==> src/rtl/extirq_pkg.sv <==
package extirq_pkg;
   localparam int unsigned BIT_MODE = 0;
   localparam int unsigned BIT_MASK = 1;
   localparam int unsigned BIT_ACK  = 2;
   localparam int unsigned BIT_FLAG = 3;
   localparam int unsigned CTRL_BITS = 4;

   typedef enum logic {
      TRIG_EDGE       = 1'b0,
      TRIG_EDGE_LEVEL = 1'b1
   } trig_e;
endpackage

==> src/rtl/extirq_sync.sv <==
module extirq_sync #(
   parameter int unsigned STAGES    = 2,
   parameter logic        IDLE_LVL  = 1'b1
) (
   input  logic clk,
   input  logic rst_n,
   input  logic pin_n,
   output logic level,
   output logic fall
);
   logic [STAGES-1:0] chain_q;
   logic              prev_q;

   generate
      for (genvar i = 0; i < STAGES; i++) begin : g_stage
         if (i == 0) begin : g_first
            always_ff @(posedge clk or negedge rst_n) begin
               if (!rst_n) chain_q[0] <= IDLE_LVL;
               else        chain_q[0] <= pin_n;
            end
         end else begin : g_next
            always_ff @(posedge clk or negedge rst_n) begin
               if (!rst_n) chain_q[i] <= IDLE_LVL;
               else        chain_q[i] <= chain_q[i-1];
            end
         end
      end
   endgenerate

   always_ff @(posedge clk or negedge rst_n) begin
      if (!rst_n) prev_q <= IDLE_LVL;
      else        prev_q <= chain_q[STAGES-1];
   end

   assign level = chain_q[STAGES-1];
   assign fall  = prev_q & ~chain_q[STAGES-1];
endmodule

==> src/rtl/extirq_latch.sv <==
module extirq_latch
   import extirq_pkg::*;
(
   input  logic  clk,
   input  logic  rst_n,
   input  trig_e trig,
   input  logic  fall,
   input  logic  pin_hi,
   input  logic  ack,
   output logic  pend
);
   logic pend_q, acked_q;
   logic pend_d, acked_d;

   always_comb begin
      pend_d  = pend_q;
      acked_d = acked_q;
      if (fall) begin
         pend_d  = 1'b1;
         acked_d = 1'b0;
      end else if (trig == TRIG_EDGE) begin
         acked_d = 1'b0;
         if (ack) pend_d = 1'b0;
      end else if (pend_q) begin
         if ((ack || acked_q) && pin_hi) begin
            pend_d  = 1'b0;
            acked_d = 1'b0;
         end else if (ack) begin
            acked_d = 1'b1;
         end
      end else begin
         acked_d = 1'b0;
      end
   end

   always_ff @(posedge clk or negedge rst_n) begin
      if (!rst_n) begin
         pend_q  <= 1'b0;
         acked_q <= 1'b0;
      end else begin
         pend_q  <= pend_d;
         acked_q <= acked_d;
      end
   end

   assign pend = pend_q;
endmodule

==> src/rtl/extirq_regs.sv <==
module extirq_regs
   import extirq_pkg::*;
#(
   parameter int unsigned REG_W = 8
) (
   input  logic             clk,
   input  logic             rst_n,
   input  logic             wr,
   input  logic [REG_W-1:0] wdata,
   input  logic             flag,
   output logic [REG_W-1:0] rdata,
   output trig_e            trig,
   output logic             mask,
   output logic             sw_ack
);
   logic mode_q, mask_q;

   always_ff @(posedge clk or negedge rst_n) begin
      if (!rst_n) begin
         mode_q <= 1'b0;
         mask_q <= 1'b0;
      end else if (wr) begin
         mode_q <= wdata[BIT_MODE];
         mask_q <= wdata[BIT_MASK];
      end
   end

   always_comb begin
      rdata           = '0;
      rdata[BIT_MODE] = mode_q;
      rdata[BIT_MASK] = mask_q;
      rdata[BIT_FLAG] = flag;
   end

   assign trig   = trig_e'(mode_q);
   assign mask   = mask_q;
   assign sw_ack = wr & wdata[BIT_ACK];
endmodule

==> src/rtl/extirq_ctrl.sv <==
module extirq_ctrl
   import extirq_pkg::*;
#(
   parameter int unsigned SYNC_STAGES = 2,
   parameter int unsigned REG_W       = 8,
   parameter logic        PIN_IDLE    = 1'b1
) (
   input  logic             clk,
   input  logic             rst_n,
   input  logic             pin_n,
   input  logic             vec_fetch,
   input  logic             reg_wr,
   input  logic [REG_W-1:0] reg_wdata,
   output logic [REG_W-1:0] reg_rdata,
   output logic             irq_req,
   output logic             pin_level
);
   generate
      if (SYNC_STAGES < 2) begin : g_bad_sync
         $error("extirq_ctrl: SYNC_STAGES must be at least 2");
      end
      if (REG_W < CTRL_BITS) begin : g_bad_width
         $error("extirq_ctrl: REG_W too narrow for control bits");
      end
   endgenerate

   logic  fall, sw_ack, mask, pend;
   trig_e trig;

   extirq_sync #(.STAGES(SYNC_STAGES), .IDLE_LVL(PIN_IDLE)) u_sync (
      .clk(clk), .rst_n(rst_n), .pin_n(pin_n), .level(pin_level), .fall(fall)
   );

   extirq_regs #(.REG_W(REG_W)) u_regs (
      .clk(clk), .rst_n(rst_n), .wr(reg_wr), .wdata(reg_wdata), .flag(pend),
      .rdata(reg_rdata), .trig(trig), .mask(mask), .sw_ack(sw_ack)
   );

   extirq_latch u_latch (
      .clk(clk), .rst_n(rst_n), .trig(trig), .fall(fall), .pin_hi(pin_level),
      .ack(sw_ack | vec_fetch), .pend(pend)
   );

   assign irq_req = pend & ~mask;
endmodule

==> config.mk <==
export PLATFORM = sky130hd
export DESIGN_NAME = extirq_ctrl
export DESIGN_NICKNAME = d
export VERILOG_FILES = /design/src/rtl/extirq_pkg.sv /design/src/rtl/extirq_sync.sv /design/src/rtl/extirq_latch.sv /design/src/rtl/extirq_regs.sv /design/src/rtl/extirq_ctrl.sv
export SDC_FILE = /design/constraint.sdc
export NUM_CORES = 1
export LEC_CHECK = 0
export BUFFER_PORTS_ARGS = -buffer_cell sky130_fd_sc_hd__buf_4
export CAP_MARGIN = 20
export CORE_AREA = 2 2 39 41
export DETAILED_ROUTE_END_ITERATION = 10
export DIE_AREA = 0 0 41 43
export PLACE_DENSITY = 0.63
export SYNTH_ARGS = -nofsm -noshare
export SYNTH_HDL_FRONTEND = slang
export SYNTH_SLANG_ARGS = --single-unit
==> constraint.sdc <==
create_clock -name clk -period 1.3 [get_ports clk]
set_clock_uncertainty 0.1 [all_clocks]
set_input_delay 0.13 -clock clk [delete_from_list [all_inputs] [get_ports clk]]
set_output_delay 0.13 -clock clk [all_outputs]
set_load 0.01 [all_outputs]
==> metrics.md <==
| Metric | Value |
|---|---|
| Sw Share | about a quarter |
| GRT Util Overall | under 10% |
| Critical Path Source Type | flop |
| Worst Setup End Kind | primary output |
| Die W | between 40 and 50 µm |
| Family with the most delay on the worst path | flip-flops |
| WL met3 | 40 µm |
| CP max FO | 5 |
| First-pass iteration count of the detailed router | 3 |
| Post-synthesis cell count | 26 |
| Reg clk slew, reported paths | about 50 ps |
| CTS Root Buffer Type | clkbuf_4 |
| Antenna cells | 0 |
| Via count | around 200 |
| Internal Dissipation | around 0.4 mW |
| Vias per cell | 3.64 |
| Post-synth EDFFs | 0 |
| Achievable frequency | roughly 870 MHz |
| CP Class | flop to primary output |
| CTS tree | done |
| Slowest cell on the critical path | dfrtp_1 |
| Synth warn | 0 |
| Comb pwr share | 15.7% |
| Endpoints failing setup | 0 |
| I/O pins | 23 |
| Reg power frac | ~48% |
| PD cells | 1210 nW/µm² |
| Avg Inst Size Synth | around 12 µm² |
| Clock period minus final worst setup slack | around 1200 ps |
| Bufs and invs on worst path | 1 |
| Placed Cells | 50 |
| Register area share after synthesis | 55.2% |
| Syn-to-layout area delta | 34.4% |
| Gpl congestion | 0.637 |
| Post-CTS Setup Repair Bufs | 0 |
| Worst hold margin | between 15 and 20 ps |
| DR iter-0 viols | 3 |
| First-pass GRT wire length | about 700 µm |
| PortBufs | 12 |
| RSZ-0062 raised after global routing | false |
| Highest metal used | met3 |
| Core box area | 1380 µm² |
| Largest net degree at the start of global routing | 8 |
| Fraction of registers with async set/reset | 100% |
| Total CTS buffers | 3 |
| Setup tns final | 0 ps |
| Pleak | between 0.15 and 0.2 nW |
| Distinct cell type count after synthesis | 13 |
| Routed len/inst | ~8.3 µm |
| CP max stage delay | slightly above 400 ps |
| DRC violations left | 0 |
| Clock sinks | 7 |
| Crit path DAT | slightly above 900 ps |
| Critical Path RT | 1070 ps |
| Final non-filler cell total | 56 |
| Initial Utilization | a little under a quarter |
| DIE AREA | ~1800 µm² |
| DRT antenna net count | 0 |
| Reg-to-reg setup timing slack | 290 ps |
| Synth area leader | dfrtp_1 |
| Clk Latency, worst-skew pair | 240 ps |
| # rows | 14 |
| Critical path depth | 2 |
| Fin nets | 54 |
| Vias in the first global route | roughly 190 |
| Yosys reg bits | 7 |
| Final WL | 467 µm |
| Top cells by area, synth | dfrtp_1, dfstp_2, buf_4 |
| CTS max path bufs | 2 |
| Commonest cells post-synth | buf_4, dfrtp_1, dfstp_2 |
| Crit-path cells | nor2b_1 -> buf_4 |
| Hold depth | 2 |
| Synth top area share | a little under a third |
| Max_cap viols | 0 |
| Max H-tree Level | 1 |
| Worst reg2reg path depth | 2 |
| Status | finished, final reports clean |
| Die height | 43 µm |
| Final period utilization | about nine tenths |
| Most frequent cell after synthesis | buf_4 |
| Final core occ | roughly a third |
| Gr ovfl total | 0 |
| Fin. Hold Viols | 0 |
| Clock network power share | between 30 and 40% |
| Worst Hold Class | input port to flop |
| Share of layout cells above drive strength 1 | between 50 and 60% |
| Most used DFF post-synth | dfrtp_1 |
| Pins Over Slew Limit | 0 |
| Max VDD drop | about 0.52 mV |
| Synthesized area | 324 µm² |
| P_sw | between 0.1 and 0.15 mW |
| Metal-1 WL | approximately 190 µm |
| Metal2 WL | ~240 µm |
| Initial antenna violation count | 0 |
worst paths after layout:
kind                                   end         startpoint
max                                irq_req       u_latch.pend
min                            u_regs.mask       reg_wdata[1]
max reg2reg                u_latch.acked_q        u_regs.trig
min reg2reg                   u_sync.level  u_sync.chain_q[0]
max in group asynchronous    u_sync.prev_q              rst_n
min in group asynchronous  u_latch.acked_q              rst_n
sequential cells by signal, summed over array words and instances (netlist names):
signal and cells:
u_latch.acked_q 1, u_latch.pend 1, u_regs.mask 1, u_regs.trig 1, u_sync.chain_q 1, u_sync.level 1, u_sync.prev_q 1
per-layer routing:
layer	GRT usage [%]	up-vias
met5	0	-
met4	6.00	0
met3	2.09	0
met2	8.75	8
met1	7.00	93
li1	-	103
cell type report:
type / instances / area (µm²)
inverters: 1 / 3.75
multi-input cells: 14 / 96.3
fillers: 152 / 948
clock buffers: 4 / 26.3
flip-flops and latches: 7 / 179
well taps: 16 / 20.0
repair buffers: 14 / 110
cells in the final DEF, fill, tap and decap left out, types with 2 or more instances in the layout:
master	n
buf_4	12
clkbuf_4	3
conb_1	5
dfrtp_1	4
dfstp_2	3
dlygate4sd3_1	2
mux2_2	2
power by group through the flow:
stage	Clock, mW	Combinational [mW]	Sequential, mW
2_1_floorplan	0	0.0579	0.252
3_3_place_gp	0	0.0786	0.255
3_5_place_dp	0	0.0792	0.255
4_1_cts	0.202	0.0839	0.251
5_1_grt	0.215	0.0906	0.254
6_report	0.193	0.0828	0.251
logic make-up (layout without fill, tap and decap cells):
logic type | after synthesis | in the layout | synth area share [%]
AO/OA/AOI/OAI | 5 | 5 | 13.9
AND/OR/NAND/NOR | 2 | 2 | 3.09
multiplexers | 2 | 2 | 6.95
flip-flops | 7 | 7 | 55.2
other | 1 | 5 | 1.16
buffers and inverters | 9 | 19 | 19.7
metrics by stage:
| step | setup WS [ps] | power (mW) | area (µm²) |
|---|---|---|---|
| after floorplan | 359 | 0.310 | 339 |
| after global placement | 308 | 0.333 | 389 |
| after detailed placement | 304 | 0.334 | 389 |
| after CTS | 132 | 0.537 | 435 |
| after global routing | 102 | 0.559 | 435 |
| final | 145 | 0.527 | 435 |
timing repair:
| action | 4_1_cts | 5_1_grt |
|---|---|---|
| gates resized for setup | 0 | 0 |
| hold buffers | 2 | 0 |
| endpoints found under the hold margin | 8 | 0 |
No activity file was read; power rests on OpenSTA's default activity.
